## src/rtl/csr_hs_pkg.sv

```systemverilog
package csr_hs_pkg;
  localparam int ADDR_W = 7;
  localparam int DATA_W = 16;

  localparam logic [ADDR_W-1:0] A_CTRL     = 7'd0;
  localparam logic [ADDR_W-1:0] A_HDR_HI   = 7'd1;
  localparam logic [ADDR_W-1:0] A_HDR_LO   = 7'd2;
  localparam logic [ADDR_W-1:0] A_IDLE_PL  = 7'd3;
  localparam logic [ADDR_W-1:0] A_STATUS   = 7'd4;
  localparam logic [ADDR_W-1:0] A_CNT_BASE = 7'd8;

  typedef struct packed {
    logic oam_filt;
    logic hec_ins;
    logic descr;
    logic scr;
    logic hec_det;
    logic hec_corr;
  } ctrl_t;

  localparam int CTRL_W = $bits(ctrl_t);
  localparam logic [31:0] HDR_RST = 32'h0000_0001;
  localparam logic [7:0]  PL_RST  = 8'h6A;
endpackage

```

## src/rtl/hs_sync.sv

```systemverilog
module hs_sync (
  input  logic clk_i,
  input  logic rst_ni,
  input  logic sel_i,
  output logic access_o,
  output logic ack_o
);
  logic s1_q, s2_q, ack_q;

  always_ff @(posedge clk_i or negedge rst_ni) begin
    if (!rst_ni) begin
      s1_q  <= 1'b0;
      s2_q  <= 1'b0;
      ack_q <= 1'b0;
    end else begin
      s1_q  <= sel_i;
      s2_q  <= s1_q;
      ack_q <= s2_q;
    end
  end

  // one pulse per synchronized select assertion
  assign access_o = s2_q & ~ack_q;
  assign ack_o    = ack_q;

  AST_ACK_RELEASE: assert property (@(posedge clk_i) disable iff (!rst_ni)
    (ack_q && !s2_q) |=> !ack_q);
endmodule

```

## src/rtl/evt_counter.sv

```systemverilog
module evt_counter #(
  parameter int CNT_W = 16
) (
  input  logic             clk_i,
  input  logic             rst_ni,
  input  logic             inc_i,
  input  logic             clr_i,
  output logic [CNT_W-1:0] cnt_o
);
  localparam logic [CNT_W-1:0] MAX = '1;

  always_ff @(posedge clk_i or negedge rst_ni) begin
    if (!rst_ni)                    cnt_o <= '0;
    else if (clr_i)                 cnt_o <= inc_i ? CNT_W'(1) : '0;
    else if (inc_i && cnt_o != MAX) cnt_o <= cnt_o + 1'b1;
  end

  AST_SAT_HOLD: assert property (@(posedge clk_i) disable iff (!rst_ni)
    (cnt_o == MAX && !clr_i) |=> cnt_o == MAX);
  AST_CLR_RESTART: assert property (@(posedge clk_i) disable iff (!rst_ni)
    clr_i |=> cnt_o <= CNT_W'(1));
endmodule

```

## src/rtl/csr_regs.sv

```systemverilog
module csr_regs
  import csr_hs_pkg::*;
#(
  parameter int NCNT  = 4,
  parameter int CNT_W = 16
) (
  input  logic                       clk_i,
  input  logic                       rst_ni,
  input  logic                       we_i,
  input  logic [ADDR_W-1:0]          addr_i,
  input  logic [DATA_W-1:0]          wdata_i,
  input  logic                       lcd_i,
  input  logic [NCNT-1:0][CNT_W-1:0] cnt_i,
  output ctrl_t                      ctrl_o,
  output logic [31:0]                hdr_o,
  output logic [7:0]                 pl_o,
  output logic [DATA_W-1:0]          rmux_o
);
  always_ff @(posedge clk_i or negedge rst_ni) begin
    if (!rst_ni) begin
      ctrl_o <= '0;
      hdr_o  <= HDR_RST;
      pl_o   <= PL_RST;
    end else if (we_i) begin
      unique case (addr_i)
        A_CTRL:    ctrl_o        <= ctrl_t'(wdata_i[CTRL_W-1:0]);
        A_HDR_HI:  hdr_o[31:16]  <= wdata_i;
        A_HDR_LO:  hdr_o[15:0]   <= wdata_i;
        A_IDLE_PL: pl_o          <= wdata_i[7:0];
        default: ;
      endcase
    end
  end

  always_comb begin
    rmux_o = '0;
    unique case (addr_i)
      A_CTRL:    rmux_o = DATA_W'(ctrl_o);
      A_HDR_HI:  rmux_o = hdr_o[31:16];
      A_HDR_LO:  rmux_o = hdr_o[15:0];
      A_IDLE_PL: rmux_o = DATA_W'(pl_o);
      A_STATUS:  rmux_o = DATA_W'(lcd_i);
      default: begin
        for (int i = 0; i < NCNT; i++)
          if (addr_i == ADDR_W'(A_CNT_BASE + i)) rmux_o = DATA_W'(cnt_i[i]);
      end
    endcase
  end

  AST_WR_ONCE: assert property (@(posedge clk_i) disable iff (!rst_ni)
    we_i |=> !we_i);
endmodule

```

## src/rtl/csr_hs_slave.sv

```systemverilog
module csr_hs_slave
  import csr_hs_pkg::*;
#(
  parameter int NCNT  = 4,
  parameter int CNT_W = 16
) (
  input  logic              clk_i,
  input  logic              rst_ni,
  input  logic              sel_i,
  input  logic              rd_i,
  input  logic [6:0]        addr_i,
  input  logic [15:0]       wdata_i,
  output logic [15:0]       rdata_o,
  output logic              ack_o,
  input  logic              lcd_i,
  input  logic [NCNT-1:0]   cnt_inc_i,
  output logic              hec_corr_en_o,
  output logic              hec_det_en_o,
  output logic              scr_en_o,
  output logic              descr_en_o,
  output logic              hec_ins_en_o,
  output logic              oam_filt_en_o,
  output logic [31:0]       idle_hdr_o,
  output logic [7:0]        idle_pl_o
);
  logic                       access, ack_q;
  logic                       we;
  logic [NCNT-1:0]            clr;
  logic [NCNT-1:0][CNT_W-1:0] cnt;
  logic [DATA_W-1:0]          rmux, rdata_q;
  ctrl_t                      ctrl;

  hs_sync u_sync (
    .clk_i    (clk_i),
    .rst_ni   (rst_ni),
    .sel_i    (sel_i),
    .access_o (access),
    .ack_o    (ack_q)
  );

  assign we = access & ~rd_i;

  for (genvar g = 0; g < NCNT; g++) begin : g_cnt
    assign clr[g] = access & rd_i & (addr_i == ADDR_W'(A_CNT_BASE + g));
    evt_counter #(.CNT_W(CNT_W)) u_cnt (
      .clk_i  (clk_i),
      .rst_ni (rst_ni),
      .inc_i  (cnt_inc_i[g]),
      .clr_i  (clr[g]),
      .cnt_o  (cnt[g])
    );
  end

  csr_regs #(.NCNT(NCNT), .CNT_W(CNT_W)) u_regs (
    .clk_i   (clk_i),
    .rst_ni  (rst_ni),
    .we_i    (we),
    .addr_i  (addr_i),
    .wdata_i (wdata_i),
    .lcd_i   (lcd_i),
    .cnt_i   (cnt),
    .ctrl_o  (ctrl),
    .hdr_o   (idle_hdr_o),
    .pl_o    (idle_pl_o),
    .rmux_o  (rmux)
  );

  always_ff @(posedge clk_i or negedge rst_ni) begin
    if (!rst_ni)     rdata_q <= '0;
    else if (access) rdata_q <= rd_i ? rmux : '0;
  end

  // zero while idle so slaves can be OR-merged
  assign rdata_o = ack_q ? rdata_q : '0;
  assign ack_o   = ack_q;

  assign hec_corr_en_o = ctrl.hec_corr;
  assign hec_det_en_o  = ctrl.hec_det;
  assign scr_en_o      = ctrl.scr;
  assign descr_en_o    = ctrl.descr;
  assign hec_ins_en_o  = ctrl.hec_ins;
  assign oam_filt_en_o = ctrl.oam_filt;

  AST_ACK_RISE: assert property (@(posedge clk_i) disable iff (!rst_ni)
    $rose(ack_o) |-> ($past(sel_i, 3) && $past(sel_i, 2)));
  AST_ACK_FALL: assert property (@(posedge clk_i) disable iff (!rst_ni)
    $fell(ack_o) |-> (!$past(sel_i, 3) && !$past(sel_i, 2)));
  AST_RDATA_STABLE: assert property (@(posedge clk_i) disable iff (!rst_ni)
    (ack_o && $past(ack_o)) |-> $stable(rdata_o));
endmodule

```

## config.mk

```make
export PLATFORM = sky130hd
export DESIGN_NAME = csr_hs_slave
export DESIGN_NICKNAME = d
export VERILOG_FILES = /design/src/rtl/csr_hs_pkg.sv /design/src/rtl/hs_sync.sv /design/src/rtl/evt_counter.sv /design/src/rtl/csr_regs.sv /design/src/rtl/csr_hs_slave.sv
export SDC_FILE = /design/constraint.sdc
export NUM_CORES = 1
export LEC_CHECK = 0
export ABC_CLOCK_PERIOD_IN_PS = 2900
export BUFFER_PORTS_ARGS = -buffer_cell sky130_fd_sc_hd__buf_2
export CORE_ASPECT_RATIO = 0.9
export CORE_MARGIN = 5
export CORE_UTILIZATION = 46
export DETAILED_ROUTE_END_ITERATION = 16
export GPL_TIMING_DRIVEN = 1
export PLACE_DENSITY = 0.71
export SYNTH_ARGS = -nofsm -noshare
export SYNTH_HDL_FRONTEND = slang
export SYNTH_HIERARCHICAL = 1
export SYNTH_SLANG_ARGS = --single-unit
```

## constraint.sdc

```tcl
create_clock -name clk_i -period 2.9 [get_ports clk_i]
set_input_delay 0.435 -clock clk_i [delete_from_list [all_inputs] [get_ports clk_i]]
set_output_delay 0.435 -clock clk_i [all_outputs]
set_load 0.05 [all_outputs]
```

## Word-level counts from Yosys, hierarchy flattened

Index checks and enable logic that the tools add are counted.

- Output and inout port bits: 63
- Input bits: 32
- Register bits after elaboration: 129

- $add $sub $neg: 4
- Bitwise logic cells: 9
- Multiplexer cells: 19
- Reduce and logical (&&, ||, !) cells: 13
- Eq/ne operators: 12

Operator list:

| operator | count |
|---|---|
| two-way mux 16 bit | 14 |
| case mux 16 bit (5 select lines) | 1 |
| adder 16 x 1 -> 16 bit (second input constant) | 4 |
| != test 16 bit (second input constant) | 4 |
| == test 7 x 4 -> 1 bit (second input constant) | 4 |
| == test 7 x 2 -> 1 bit (second input constant) | 2 |
| AND reduction 2 bit | 4 |
| nonzero test 2 bit | 4 |
| bitwise AND 1 bit | 7 |
| == test 7 x 1 -> 1 bit (second input constant) | 1 |
| == test 7 x 3 -> 1 bit (second input constant) | 1 |
| zero test 7 bit | 1 |
| logical AND 1 bit | 4 |
| two-way mux 1 bit | 4 |
| inverter 1 bit | 2 |

## Longest topological paths before layout

- Depth in word-level cells: 7
- Depth in mapped cells: 8
- Gate-level depth less buffers: 6

## Hierarchy

Netlist, hierarchy kept.

By module, submodules not included:

| module | times used | sequential area each (sq um) | area each (sq um) | cells each |
|---|---|---|---|---|
| evt_counter at g_cnt[0].u_cnt ... | 3 | 400.4 | 959.7 | 102 |
| csr_regs | 1 | 1157.4 | 2737.6 | 218 |
| evt_counter at g_cnt[3].u_cnt | 1 | 400.4 | 924.6 | 99 |
| csr_hs_slave | 1 | 400.4 | 824.5 | 95 |
| hs_sync | 1 | 75.1 | 88.8 | 4 |

## Worst setup path before layout

OpenSTA, ideal clock, no wires.

- Kind: register to register
- From: reg u_sync.ack_q (netlist: u_sync/ack_o)
- To: reg g_cnt[1].u_cnt.cnt_o[2]
- Arrival time: 2020 ps
- Period minus slack after synthesis: 2156 ps
- Path slack: 744 ps
- Data required time: 2764 ps
- Library setup time: 136 ps
- Cell stages (with the launch flop): 7
- Cells stage by stage: dfrtp_1 -> nor2b_4 -> nand4bb_1 -> nor3_1 -> clkbuf_1 -> buf_1 -> nor3_1

- Word-level cells in the longest chain between the ends: 5
- Elaborated cells on any way between the ends: 6

RTL lines:

| what | line | RTL |
|---|---|---|
| from (decl) | hs_sync.sv:8 | `logic s1_q, s2_q, ack_q;` |
| from (signal assigned) | hs_sync.sv:18 | `ack_q <= s2_q;` |
| inverter 1 bit * | hs_sync.sv:23 | `assign access_o = s2_q & ~ack_q;` |
| bitwise AND 1 bit * | hs_sync.sv:23 |  |
| via access | csr_hs_slave.sv:26 | `logic access, ack_q;` |
| bitwise AND 1 bit * (2 in series) | csr_hs_slave.sv:44 | `assign clr[g] = access & rd_i & (addr_i == ADDR_W'(A_CNT_BASE + g));` |
| via clr[1] | csr_hs_slave.sv:28 | `logic [NCNT-1:0] clr;` |
| two-way mux 16 bit or nonzero test 2 bit (tied branches) | n/a |  |
| to (signal assigned) | evt_counter.sv:14 | `else if (clr_i) cnt_o <= inc_i ? CNT_W'(1) : '0;` |
| to (signal assigned) | evt_counter.sv:15 | `else if (inc_i && cnt_o != MAX) cnt_o <= cnt_o + 1'b1;` |
| to (decl) | evt_counter.sv:8 | `output logic [CNT_W-1:0] cnt_o` |

The timed path passes the listed nets; every way through them passes the cells marked *.
A chain may end at the register's enable or synchronous reset.

## Final worst setup path

- From: reg u_sync.ack_q (netlist: u_sync/ack_o)
- To: reg g_cnt[3].u_cnt.cnt_o[9]

- Word-level cells in the longest chain between the ends: 5
- Elaborated cells on any way between the ends: 6

RTL lines:

| what | line |
|---|---|
| inverter 1 bit * | hs_sync.sv:23 |
| bitwise AND 1 bit * | hs_sync.sv:23 |
| via access | csr_hs_slave.sv:26 |
| bitwise AND 1 bit * (2 in series) | csr_hs_slave.sv:44 |
| via clr[3] | csr_hs_slave.sv:28 |
| two-way mux 16 bit or nonzero test 2 bit (tied branches) | n/a |
| to (signal assigned) | evt_counter.sv:14 |
| to (signal assigned) | evt_counter.sv:15 |
| to (decl) | evt_counter.sv:8 |

Marks and branches as above.

==> flow_metrics.py <==
metrics = {
    "layout": {
        "final_common_cell": "dfrtp_1",
        "final_util_pct": 54.2,
        "nNetsFinal": 841,
        "synthToLayoutAreaGrowth_pct": 16.4,
        "mostFrequentLayoutCells": "dfrtp_1, buf_2, nor2_1",
        "n_antenna_cell": 0,
        "postLayoutCellArea_um2": 8680,
        "fill_cells": 1381,
        "drive_gt1_share_pct": 31.5,
    },
    "job": {
        "drv_cap": 0,
    },
    "logic_synthesis": {
        "synth_enable_flop_cells": 0,
        "syn-cell-area_um2": 7450,
        "synthFlopType": "dfrtp_1",
        "syn_nets": 758,
        "ys_seq_area_share_pct": 43.4,
        "synthArstFlopShare_pct": 100,
        "ys_ff_latch": 129,
        "yosys.cell_types.count": 64,
        "synth_warnings": 6,
        "syn-instance-count": 722,
        "synth.avg_cell_area_um2": 10.3,
    },
    "sta": {
        "setup_viol": 0,
        "fin_skew_ns": 0.00815,
        "slew_violations": 0,
        "finalHoldViolCount": 11,
        "timing.final.ws_setup_ns": 0.671,
        "hold_slack_ns": -0.0157,
        "finalCritPeriodShare_pct": 76.9,
        "rsz0062_at_grt": "no",
        "fmax_ghz": 0.449,
        "max_slew_margin_pct": 43.9,
        "tns_ns": 0,
        "fin_crit_ns": 2.23,
        "tightestPinTransition_ns": 0.834,
    },
    "global_routing": {
        "gr-usage-all-layers_pct": 21.2,
        "antenna_found_initial": 0,
        "grt_pass1_wl_mm": 31.3,
        "grt_pass1_vias": 5767,
        "grt.overflow.total": 0,
        "grt_max_degree": 62,
    },
    "clock_network": {
        "cts.sinks": 129,
        "cts_resized": 0,
        "clkSlewWorstSetupHoldPaths_ns": 0.06,
        "cts_root_buf": "clkbuf_16",
        "cts_max_level": 4,
        "postCtsSetupBuffers": 0,
        "cts_tree": "built",
        "cts-hold-fix-buffers": 0,
        "numCtsBuffers": 17,
        "clock_path_buffers": 2,
        "clock_latency_ns": 0.42,
    },
    "route": {
        "wl_mm": 19.4,
        "antenna_left": 0,
        "routedWlPerCell_um": 19.0,
        "drtIter0Drc": 719,
        "route.vias.total": 6161,
        "route.detailed.drc": 0,
        "dr.pass1.iters": 5,
        "post_drt_via_cell_ratio": 6.01,
    },
    "floorplan": {
        "die_h_um": 131,
        "num_rows": 44,
        "die_x_um": 144,
        "pin_count": 95,
        "core_area_um2": 16000,
        "start_util_pct": 46.5,
        "die_area_um2": 18900,
    },
    "placement": {
        "detailed_place_hpwl_mm": 13.9,
        "place_ws_ns": 0.529,
        "place.gp.congestion": 0.861,
        "placed_cell_area_um2": 8070,
        "port_buffers": 94,
    },
    "power": {
        "pwr_density_cell_nw_per_um2": 606,
        "p_leak_nw": 3.78,
        "power.ir.vdd_worst_mv": 0.435,
    },
    "critical_path": {
        "worstSetupPathType": "register to register",
        "cp-end-kind": "register",
        "startpoint_type": "register",
        "rr_worst_depth": 5,
        "r2r_start": "u_sync/ack_o$_DFF_PN0_",
        "rr_endpoint": "g_cnt[3].u_cnt/cnt_o[9]$_DFFE_PN0P_",
        "critPathArrivalTime_ns": 2.53,
        "r2r_setup_slack_ns": 0.67,
        "path_max_fanout": 18,
        "crit_required_ns": 3.20,
    },
    "outcome": {
        "violations": "negative hold slack",
        "status": "complete, but fails checks",
    },
    "worst_hold_path": {
        "hp-class": "primary input to async pin",
    },
}
## cells by family (layout without fill, tap and decap cells)
logic type	Yosys count	count (layout)	share of synthesized area (%)
buffers and inverters	81	177	5.12
muxes	83	83	14.7
adders and majority gates	4	4	0.671
AOI/OAI and AO/OA	129	129	12.1
DFF	129	129	43.4
and+or+nand+nor	296	296	24.1
## through the flow
step | total power, mW | std cells | hold slack (ns)
floorplan | 2.77 | 722 | 0.139
finish | 5.26 | 1025 | -0.0157
global route | 5.50 | 1025 | 0.0272
CTS | 5.29 | 1025 | 0.00480
global placement | 3.04 | 993 | 0.332
detailed placement | 3.06 | 993 | 0.361
## cell usage after synthesis (all sizes together) (2+ instances only)
library cell	instances	share of area [%]
dfrtp	124	42
mux2	61	9.2
nor2	60	3.0
nand3	39	3.2
inv	38	1.9
nor3	37	2.6
nand2	30	1.6
a21oi	28	1.9
buf	26	2.2
o21ai	25	1.7
nand4	19	2.2
nor4	18	2.2
and2	16	1.3
clkbuf	16	0.81
nor2b	16	1.4
mux4	15	4.5
or2	13	1.1
or4	13	1.4
a211oi	11	1.3
a221oi	10	1.2
o41ai	10	1.2
and4	8	0.99
o211ai	8	0.81
o311ai	8	0.94
mux2i	7	0.94
o31ai	6	0.60
or3	6	0.52
a22o	5	0.59
a22oi	5	0.50
dfstp	5	1.8
nor3b	5	0.65
a31oi	4	0.34
a41oi	4	0.47
and3	4	0.34
ha	4	0.67
nand3b	4	0.40
or4b	4	0.59
a31o	3	0.35
nand4bb	2	0.30
## sequential cells by signal, summed over array words and instances (netlist names)
register and cells:
u_regs/pl_o 8, u_sync/ack_o 1, u_sync/s1_q 1, g_cnt.u_cnt/cnt_o 64, u_regs/hdr_o 32, u_sync/s2_q 1
rdata_q 16, u_regs/ctrl_o 6
## worst max path at each step
stage                           startpoint                             endpoint  slack [ns]  depth (start not counted)
global route        u_sync/ack_o$_DFF_PN0_  g_cnt[3].u_cnt/cnt_o[0]$_DFFE_PN0P_        0.47                          6
global placement                 addr_i[2]           u_regs/pl_o[4]$_DFFE_PN0P_        0.55                          4
detailed placement               addr_i[2]           u_regs/pl_o[0]$_DFFE_PN0P_        0.53                          4
CTS                 u_sync/ack_o$_DFF_PN0_  g_cnt[3].u_cnt/cnt_o[9]$_DFFE_PN0P_        0.70                          5
finish              u_sync/ack_o$_DFF_PN0_  g_cnt[3].u_cnt/cnt_o[9]$_DFFE_PN0P_        0.67                          5
floorplan           u_sync/ack_o$_DFF_PN0_  g_cnt[1].u_cnt/cnt_o[2]$_DFFE_PN0P_        0.74                          6
## metal layers
layer	GRT usage (%)	vias to the layer above	part of all wire, %
met5	0	-	0
met4	4.94	0	0.98
met3	4.62	23	6.0
met2	31.4	184	46
met1	32.2	3069	47
li1	-	2885	-
## worst max-delay path: stages (launching register included)
cell and delay [ns]:
dfrtp_1 0.55, nor2b_4 0.25, nand4bb_1 0.27, nor3_2 0.63, nor2_1 0.12, mux2_2 0.28
## power by group
| group | total (mW) | internal, mW | leakage, nW | switching (mW) |
|---|---|---|---|---|
| logic | 0.759 | 0.303 | 1.80 | 0.456 |
| clock network | 2.21 | 1.36 | 0.288 | 0.849 |
| registers | 2.29 | 1.98 | 1.69 | 0.310 |
## layout make-up
class                   count  area [um2]  area share [%]
flip-flops and latches    129        3230            37.3
clock inverters            14         179            2.06
well taps                 207         259            2.99
multi-input cells         512        3850            44.4
repair buffers            107         583            6.72
inverters                  38         143            1.64
clock buffers              18         429            4.95
Note: power is estimated with default switching activity, not from simulation.
